--- src/rtl/cgt_pkg.sv ---
// Shared grid geometry and coordinate types for the character-grid timing generator.
package cgt_pkg;
    localparam int GLYPH_W       = 10;
    localparam int GLYPH_H       = 16;
    localparam int GRID_COLS     = 24;
    localparam int GRID_ROWS     = 10;
    localparam int MIN_ROW_LINES = 16;

    localparam int DOT_W  = $clog2(GLYPH_W);
    localparam int COL_W  = $clog2(GRID_COLS);
    localparam int ROW_W  = $clog2(GRID_ROWS);
    localparam int LINE_W = $clog2(GLYPH_H);

    typedef logic [DOT_W-1:0]  dot_t;
    typedef logic [COL_W-1:0]  col_t;
    typedef logic [ROW_W-1:0]  row_t;
    typedef logic [LINE_W-1:0] gline_t;
endpackage

--- src/rtl/cgt_fall_detect.sv ---
// Falling-edge detector for an active-low flyback input.
// Assumes the input is already synchronous to clk. It pulses for one
// cycle when the input is low and the previous sample was high, so a
// held-low input yields a single pulse.
module cgt_fall_detect (
    input  logic clk,
    input  logic rst_n,
    input  logic pulse_n,
    output logic fall
);
    logic prev_q;

    // Remember last sample; reset to the idle (high) level.
    always_ff @(posedge clk) begin
        if (!rst_n) prev_q <= 1'b1;
        else        prev_q <= pulse_n;
    end

    assign fall = prev_q & ~pulse_n;
endmodule

--- src/rtl/cgt_hscan.sv ---
// Horizontal scan: counts dot clocks since the last line restart, opens
// the 24-column window after the programmed start and walks dot and
// column indices, optionally holding each dot for two clocks.
// Assumes cfg values are stable within a line.
module cgt_hscan
    import cgt_pkg::*;
#(
    parameter int HSTART_W = 8
) (
    input  logic                clk,
    input  logic                rst_n,
    input  logic                line_start,
    input  logic [HSTART_W-1:0] hstart,
    input  logic                dbl_w,
    output logic                active,
    output col_t                col,
    output dot_t                dot
);
    localparam int HCNT_W = HSTART_W + 1;

    logic [HCNT_W-1:0] hcount;
    logic              half_q;
    logic              start_hit;
    logic              step;

    // Saturating clock count since the line restart; parked at max after reset.
    always_ff @(posedge clk) begin
        if (!rst_n)                  hcount <= '1;
        else if (line_start)         hcount <= '0;
        else if (hcount != '1)       hcount <= hcount + HCNT_W'(1);
    end

    assign start_hit = (hcount == {1'b0, hstart});
    assign step      = active && (!dbl_w || half_q);

    // Window state and dot/column walk.
    always_ff @(posedge clk) begin
        if (!rst_n) begin
            active <= 1'b0;
            col    <= '0;
            dot    <= '0;
            half_q <= 1'b0;
        end else if (line_start) begin
            active <= 1'b0;
            col    <= '0;
            dot    <= '0;
            half_q <= 1'b0;
        end else if (!active && start_hit) begin
            active <= 1'b1;
            col    <= '0;
            dot    <= '0;
            half_q <= 1'b0;
        end else if (active) begin
            half_q <= dbl_w ? ~half_q : 1'b0;
            if (step) begin
                if (dot == DOT_W'(GLYPH_W - 1)) begin
                    dot <= '0;
                    if (col == COL_W'(GRID_COLS - 1)) active <= 1'b0;
                    else                              col    <= col + COL_W'(1);
                end else begin
                    dot <= dot + DOT_W'(1);
                end
            end
        end
    end
endmodule

--- src/rtl/cgt_vscan.sv ---
// Vertical scan: counts scan lines since the frame restart, opens the
// 10-row window after the programmed start and derives the glyph line as
// floor(16*s/H) with a running remainder instead of a divider.
// Assumes H >= 16, so at most one glyph line step per scan line.
module cgt_vscan
    import cgt_pkg::*;
#(
    parameter int VSTART_W = 8,
    parameter int HEIGHT_W = 6
) (
    input  logic                clk,
    input  logic                rst_n,
    input  logic                frame_start,
    input  logic                line_start,
    input  logic [VSTART_W-1:0] vstart,
    input  logic [HEIGHT_W-1:0] row_lines,
    input  logic                dbl_h,
    output logic                active,
    output row_t                row,
    output gline_t              gline
);
    localparam int VCNT_W = VSTART_W + 1;
    localparam int EH_W   = HEIGHT_W + 1;

    logic [VCNT_W-1:0] vcount;
    logic [HEIGHT_W-1:0] base_h;
    logic [EH_W-1:0]   eff_h;
    logic [EH_W-1:0]   sline;
    logic [EH_W:0]     rem;
    logic [EH_W:0]     rem_sum;
    logic              rem_wrap;
    logic              row_end;

    // Effective row height: clamp to the minimum, then optionally double.
    always_comb begin
        base_h = (row_lines < HEIGHT_W'(MIN_ROW_LINES)) ? HEIGHT_W'(MIN_ROW_LINES) : row_lines;
        eff_h  = dbl_h ? {base_h, 1'b0} : {1'b0, base_h};
    end

    assign rem_sum  = rem + (EH_W+1)'(GLYPH_H);
    assign rem_wrap = (rem_sum >= {1'b0, eff_h});
    assign row_end  = (sline == eff_h - EH_W'(1));

    // Saturating scan-line count since the frame restart.
    always_ff @(posedge clk) begin
        if (!rst_n)                            vcount <= '1;
        else if (frame_start)                  vcount <= '0;
        else if (line_start && vcount != '1)   vcount <= vcount + VCNT_W'(1);
    end

    // Window state, row counter and glyph-line scaler, stepped per scan line.
    always_ff @(posedge clk) begin
        if (!rst_n || frame_start) begin
            active <= 1'b0;
            row    <= '0;
            sline  <= '0;
            rem    <= '0;
            gline  <= '0;
        end else if (line_start) begin
            if (!active) begin
                if (vcount == {1'b0, vstart}) begin
                    active <= 1'b1;
                    row    <= '0;
                    sline  <= '0;
                    rem    <= '0;
                    gline  <= '0;
                end
            end else if (row_end) begin
                sline <= '0;
                rem   <= '0;
                gline <= '0;
                if (row == ROW_W'(GRID_ROWS - 1)) active <= 1'b0;
                else                               row    <= row + ROW_W'(1);
            end else begin
                sline <= sline + EH_W'(1);
                if (rem_wrap) begin
                    rem   <= rem_sum - {1'b0, eff_h};
                    gline <= gline + LINE_W'(1);
                end else begin
                    rem   <= rem_sum;
                end
            end
        end
    end
endmodule

--- src/rtl/chargrid_timing.sv ---
// Character-grid display timing generator top.
// Detects flyback falls, runs the horizontal and vertical scans, and
// presents grid coordinates that read zero outside the grid window.
// Assumes flyback inputs are synchronous to the dot clock.
module chargrid_timing
    import cgt_pkg::*;
#(
    parameter int HSTART_W = 8,
    parameter int VSTART_W = 8,
    parameter int HEIGHT_W = 6
) (
    input  logic                clk,
    input  logic                rst_n,
    input  logic                hflb_n,
    input  logic                vflb_n,
    input  logic [HSTART_W-1:0] cfg_hstart,
    input  logic [VSTART_W-1:0] cfg_vstart,
    input  logic [HEIGHT_W-1:0] cfg_row_lines,
    input  logic                cfg_dbl_height,
    input  logic                cfg_dbl_width,
    output logic [ROW_W-1:0]    grid_row,
    output logic [COL_W-1:0]    grid_col,
    output logic [LINE_W-1:0]   glyph_line,
    output logic [DOT_W-1:0]    glyph_dot,
    output logic                disp_active
);
    localparam int NFLB = 2;

    logic [NFLB-1:0] flb_n;
    logic [NFLB-1:0] flb_fall;
    logic            h_act;
    logic            v_act;
    col_t            h_col;
    dot_t            h_dot;
    row_t            v_row;
    gline_t          v_line;

    assign flb_n = {vflb_n, hflb_n};

    // One falling-edge detector per flyback input (0: horizontal, 1: vertical).
    for (genvar gi = 0; gi < NFLB; gi++) begin : g_flb
        cgt_fall_detect u_fall (
            .clk     (clk),
            .rst_n   (rst_n),
            .pulse_n (flb_n[gi]),
            .fall    (flb_fall[gi])
        );
    end

    cgt_hscan #(.HSTART_W(HSTART_W)) u_hscan (
        .clk        (clk),
        .rst_n      (rst_n),
        .line_start (flb_fall[0]),
        .hstart     (cfg_hstart),
        .dbl_w      (cfg_dbl_width),
        .active     (h_act),
        .col        (h_col),
        .dot        (h_dot)
    );

    cgt_vscan #(.VSTART_W(VSTART_W), .HEIGHT_W(HEIGHT_W)) u_vscan (
        .clk         (clk),
        .rst_n       (rst_n),
        .frame_start (flb_fall[1]),
        .line_start  (flb_fall[0]),
        .vstart      (cfg_vstart),
        .row_lines   (cfg_row_lines),
        .dbl_h       (cfg_dbl_height),
        .active      (v_act),
        .row         (v_row),
        .gline       (v_line)
    );

    // Output stage: coordinates are forced to zero outside the window.
    always_comb begin
        disp_active = h_act & v_act;
        grid_row    = disp_active ? v_row  : '0;
        grid_col    = disp_active ? h_col  : '0;
        glyph_line  = disp_active ? v_line : '0;
        glyph_dot   = disp_active ? h_dot  : '0;
    end
endmodule

--- config.mk ---
export PLATFORM = sky130hd
export DESIGN_NAME = chargrid_timing
export DESIGN_NICKNAME = d
export VERILOG_FILES = /design/src/rtl/cgt_pkg.sv /design/src/rtl/cgt_fall_detect.sv /design/src/rtl/cgt_hscan.sv /design/src/rtl/cgt_vscan.sv /design/src/rtl/chargrid_timing.sv
export SDC_FILE = /design/constraint.sdc
export NUM_CORES = 1
export LEC_CHECK = 0
export ABC_AREA = 1
export BUFFER_PORTS_ARGS = -buffer_cell sky130_fd_sc_hd__buf_2
export CAP_MARGIN = 20
export CORE_UTILIZATION = 48
export CTS_CLUSTER_SIZE = 10
export DETAILED_ROUTE_END_ITERATION = 8
export GPL_ROUTABILITY_DRIVEN = 0
export PLACE_DENSITY_LB_ADDON = 0.25
export SYNTH_ARGS = -nofsm -noshare
export SYNTH_HDL_FRONTEND = slang
export SYNTH_SLANG_ARGS = --single-unit
--- constraint.sdc ---
create_clock -name clk -period 7.45 [get_ports clk]
set_clock_uncertainty 0.15 [all_clocks]
set_input_delay 1.49 -clock clk [delete_from_list [all_inputs] [get_ports clk]]
set_output_delay 1.49 -clock clk [all_outputs]
set_load 0.005 [all_outputs]
==> impl_metrics.yaml, run 1 <==
logic_synthesis:
  synth_top_area_share_pct: 29.3
  synth_top_cell_by_area: "dfxtp_1"
  ys_types: 43
  yosysSeqAreaShare_pct: 29.3
  ys.flop_type: "dfxtp_1"
  netlist_area_um2: 3760
  synthTopCellsByArea: "dfxtp_1 29%, nand2_1 11%, inv_1 7.7%, nand3_1 6.8%, nor2_1 6.3%"
  ys_warn_count: 0
  synth_common_cells: "106 x nand2_1, 77 x inv_1, 63 x nor2_1"
  synth_edf_count: 0
  yosysMostFrequentCell: "nand2_1"
  syn_area_per_cell_um2: 6.79
  synth_seq_cells: 55
  async_reset_ff_share_pct: 0
  synthCells: 554
  synth_nets: 599
cells_and_area:
  fin_nets: 643
  final_cells: 697
  insertedDiodeCount: 0
  syn2layout_area_growth_pct: 10.3
  finish.utilization_pct: 56.0
  drive_gt1_share_pct: 16.1
critical_path:
  crit_path_end_kind: "register"
  worstPathRequired_ns: 7.53
  slowest_stage: "fa_1"
  rr_worst_depth: 13
  reg2reg_setup_slack_ns: 4.92
  path_common_cell: "nand3_1"
  path_depth: 14
  worstPathArrival_ns: 3.85
  path_max_fanout: 10
  r2r-start: "u_vscan.vcount[1]"
  worstReg2RegEnd: "u_vscan.vcount[6]"
  max_stage_delay_ns: 0.40
  cp-start-kind: "primary input"
  path_class: "primary input to register"
  crit_chain: "buf_2 > inv_2 > nand2_8 > nand3_1 > inv_1 > ha_1 > fa_1 > o21ai_0 > nand3_1 > nand3_2 > nand2_4 > nor2_8 > nand2_1 > a21oi_1"
  cp_num_buf_inv: 3
  critPathTopFamily: "simple AND/OR/NAND/NOR gates"
min_path:
  min_path_type: "register to register"
  hold_end: "u_vscan.rem[7]"
  hp-start: "u_vscan.rem[7]"
  holdPathStages: 2
sta:
  tightest_slew_ns: 0.542
  finalMaxSlewViolations: 0
  min_period_ns: 3.77
  fin_crit_sh_pct: 50.6
  rsz0062_at_grt: "false"
  tns_ns: 0
  max_clock_freq_ghz: 0.265
  finalSetupViolations: 0
  hold_viol_final: 0
  slew_headroom_pct: 63.8
cts:
  cts.clk_slew.worst_paths_ns: 0.09
  cts_tree: "yes"
  cts_resized: 0
  numCtsBuffers: 5
  cts_setup_buffers: 0
  postCtsHoldBufs: 0
  cts_buffer_depth: 2
  root_buffer: "clkbuf_8"
  cts.sinks: 55
  h-tree-depth: 2
  insertion_delay_ns: 0.31
routing:
  vias: 3594
  detail_route.wl_per_cell_um: 11.6
  drt_wl_total_um: 8090
  drtIter0Drc: 213
  drtPass1Iterations: 4
  ant_nets: 0
  drc: 0
  viasPerCell: 5.16
place:
  io_buffers: 45
  placed_cells: 690
  dp_hpwl_um: 6440
floorplanning:
  die_h_um: 90.5
  start_util_pct: 50.8
  rows: 31
  die_x_um: 90.5
  ios: 46
  fp.dieArea_um2: 8190
  coreArea_um2: 7410
global_route:
  grt_util_all_layers_pct: 20.5
  grt_max_degree: 22
  overflow: 0
  antenna_found_initial: 0
  grt_util_met3_pct: 3.11
  grt_pass1_wl_um: 14100
  busiest_layer: "met2"
  grt_pass1_vias: 3285
  gr-usage-met2_pct: 36.0
  gr-usage-met1_pct: 26.2
pwr:
  seqPwrFrac_pct: 52.2
  p_int_w: 0.000419
  p_clk_share_pct: 27.1
  total_leakage_power_nw: 1.86
  power_switching_w: 0.000186
  vdd_ir_drop_max_uv: 96.4
  p_sw_share_pct: 30.7
  pwr-share-comb_pct: 20.7
  power_density_nw_per_um2: 146
status:
  outcome: "completed"
job:
  drv_cap: 0
state kept, by name, indices dropped and copies added (netlist names), 4 cells and up:
name / count
u_hscan.col: 5
u_hscan.dot: 4
u_hscan.hcount: 9
u_vscan.gline: 4
u_vscan.rem: 8
u_vscan.row: 4
u_vscan.sline: 7
u_vscan.vcount: 9
cell type report:
class / count / area (µm²)
clock buffer: 5 / 68.8
inverter: 85 / 324
timing repair buffer: 45 / 225
clock inverter: 2 / 17.5
tap: 99 / 124
multi-input combinational: 406 / 2290
fill: 731 / 3260
sequential: 55 / 1100
routing by layer:
metal	share of wire [%]	vias to the layer above
met5	0	-
met4	0.80	0
met2	49	58
li1	-	1887
met1	48	1642
met3	2.5	7
worst max-delay path by stage:
stage,from,slack [ns],to
finish,cfg_row_lines[5],3.68,u_vscan.gline[1]
global placement,cfg_row_lines[5],3.51,u_vscan.rem[7]
floorplan,cfg_dbl_height,3.82,u_vscan.rem[7]
CTS,cfg_row_lines[5],3.72,u_vscan.gline[1]
global route,cfg_row_lines[5],3.49,u_vscan.rem[3]
detailed placement,cfg_row_lines[5],3.40,u_vscan.gline[1]
placed cells by master (no fill, tap or decap), drive strengths merged:
cell,netlist,final
nand4,12,12
xnor2,10,10
o211ai,3,3
nand2,122,122
nand3b,4,4
inv,85,86
dfxtp,55,55
a21oi,37,37
nor4,3,3
fa,1,1
nor3,16,16
xor2,15,15
nand3,57,57
clkinv,0,1
o221ai,1,1
clkbuf,5,5
nor2,68,68
a31oi,1,1
ha,16,16
or2,4,4
o22ai,1,1
nor3b,3,3
a211oi,2,2
buf,3,45
o21ai,28,28
o31ai,2,2
stage by stage:
step                      instance area, µm²  hold slack, ns  worst slack (ns)  total power, W
after global routing                    4150           0.367              3.49        0.000642
after detailed placement                4060           0.321              3.40        0.000448
after CTS                               4150           0.341              3.72        0.000611
after global placement                  4060           0.322              3.51        0.000445
after floorplan                         3760           0.305              3.82        0.000417
final                                   4150           0.340              3.68        0.000605
power by group through the flow:
stage / sequential (W) / clock [W] / combinational, W
6_report: 0.000316 / 0.000164 / 0.000125
5_1_grt: 0.000318 / 0.000181 / 0.000143
4_1_cts: 0.000316 / 0.000169 / 0.000125
3_5_place_dp: 0.000323 / 0 / 0.000125
3_3_place_gp: 0.000323 / 0 / 0.000122
2_1_floorplan: 0.000320 / 0 / 0.0000967
cell families (layout without fill, tap and decap cells):
kind of cell	Yosys count	after routing	share of synthesized area, %
fa+ha+maj	17	17	5.85
buf+inv	93	137	9.88
simple gates	289	289	37.6
xor+xnor	25	25	5.82
compound gates	75	75	11.5
flops	55	55	29.3
worst reg2reg max path, delay by kind of cell (launching register included):
kind            cells  cell delay, ns
compound gates      1            0.08
flops               1            0.36
fa+ha+maj           2            0.38
simple gates        7            1.00
buf+inv             2            0.26
xor+xnor            1            0.17
(Power assumes the default switching activity.)
==> run 2, diff against run 1 <==
clock period = 3.2 ns   (was 7.45 ns; I/O delays follow)
==> impl_metrics.yaml, run 2 (synthesis gave the netlist of run 1 again) <==
routing:
  drc: 0
  drt_wl_total_um: 8250
  detail_route.wl_per_cell_um: 11.8
  viasPerCell: 5.20
  ant_nets: 0
  drtPass1Iterations: 5
  vias: 3647
  drtIter0Drc: 201
critical_path:
  worstPathRequired_ns: 3.27
  worstPathArrival_ns: 2.78
  cp-start-kind: "primary input"
  path_max_fanout: 8
  crit_path_end_kind: "register"
  path_class: "primary input to register"
sta:
  fin_crit_sh_pct: 84.9
  hold_viol_final: 0
  rsz0062_at_grt: "false"
  tns_ns: 0
  slew_headroom_pct: 64.8
  finalMaxSlewViolations: 0
  finalSetupViolations: 0
  tightest_slew_ns: 0.526
  max_clock_freq_ghz: 0.368
  min_period_ns: 2.72
cts:
  numCtsBuffers: 5
  cts.sinks: 55
  h-tree-depth: 2
  postCtsHoldBufs: 0
  cts_buffer_depth: 2
  cts_resized: 0
  cts.clk_slew.worst_paths_ns: 0.11
  cts_tree: "yes"
  root_buffer: "clkbuf_8"
  insertion_delay_ns: 0.32
  cts_setup_buffers: 0
floorplanning:
  fp.dieArea_um2: 8190
  coreArea_um2: 7410
  ios: 46
  rows: 31
  die_h_um: 90.5
  die_x_um: 90.5
  start_util_pct: 50.8
cells_and_area:
  fin_nets: 646
  drive_gt1_share_pct: 16.6
  final_common_cell: "nand2_1"
  top_regs: "u_hscan.hcount x9, u_vscan.vcount x9, u_vscan.rem x8"
  final_area_um2: 4200
  final_cell_mix: "106 x nand2_1, 77 x inv_1, 63 x nor2_1"
  syn2layout_area_growth_pct: 11.7
  insertedDiodeCount: 0
pwr:
  power_density_nw_per_um2: 361
  vdd_ir_drop_max_uv: 231
  total_leakage_power_nw: 1.88
global_route:
  grt_pass1_wl_um: 14300
  antenna_found_initial: 0
  overflow: 0
  grt_pass1_vias: 3310
  grt_util_all_layers_pct: 20.7
  grt_max_degree: 22
status:
  outcome: "completed"
place:
  io_buffers: 45
  place_area_um2: 4090
  dp_hpwl_um: 6400
min_path:
  min_path_type: "register to register"
job:
  drv_cap: 0
[run 2: power breakdown]
group | internal (W) | total, W | switching, W
clock network | 0.000236 | 0.000484 | 0.000248
registers | 0.000712 | 0.000736 | 0.0000241
logic | 0.000113 | 0.000296 | 0.000183
[run 2: worst max-delay path, stage by stage]
cell and delay [ns]:
buf_2 0.23, inv_4 0.08, nand3_1 0.14, inv_1 0.06, ha_1 0.20, fa_1 0.41
o21ai_0 0.25, buf_4 0.16, inv_1 0.03, o21ai_0 0.15, a21oi_1 0.10, o21ai_0 0.16
nor2_1 0.06, nor2_1 0.08, nor2_1 0.04
[run 2: cell type report]
type | count | area, µm²
Inverter | 85 | 324
Clock inverter | 3 | 46.3
Timing Repair Buffer | 48 | 248
Tap cell | 99 | 124
Sequential cell | 55 | 1100
Clock buffer | 5 | 68.8
Fill cell | 724 | 3210
Multi-Input combinational cell | 406 | 2290
[run 2: layer usage]
metal / global-route usage (%) / vias to the layer above / wire (µm)
met1: 25.8 / 1677 / 3820
met5: 0 / - / 0
li1: - / 1892 / -
met2: 37.4 / 68 / 4100
met3: 2.95 / 10 / 256
met4: 4.44 / 0 / 78
[run 2: final timing paths]
| check | startpoint | to | slack, ns | depth (start not counted) |
|---|---|---|---|---|
| setup reg to reg | u_vscan.rem[4] | u_vscan.gline[2] | 0.68 | 11 |
| hold / removal | u_vscan.rem[7] | u_vscan.rem[7] | 0.34 | 2 |
| setup / recovery | cfg_dbl_height | u_vscan.rem[6] | 0.48 | 15 |
| hold reg to reg | u_vscan.rem[7] | u_vscan.rem[7] | 0.34 | 2 |
[run 2: stage by stage]
stage	hold WS, ns	total power [W]	setup WS [ns]	instances	utilization (%)
after global routing	0.340	0.00161	0.303	701	56.7
after global placement	0.321	0.00104	0.218	693	55.1
after detailed placement	0.327	0.00105	0.149	693	55.1
after CTS	0.344	0.00153	0.485	701	56.7
after floorplan	0.305	0.000971	0.422	554	-
final	0.338	0.00152	0.483	701	56.7
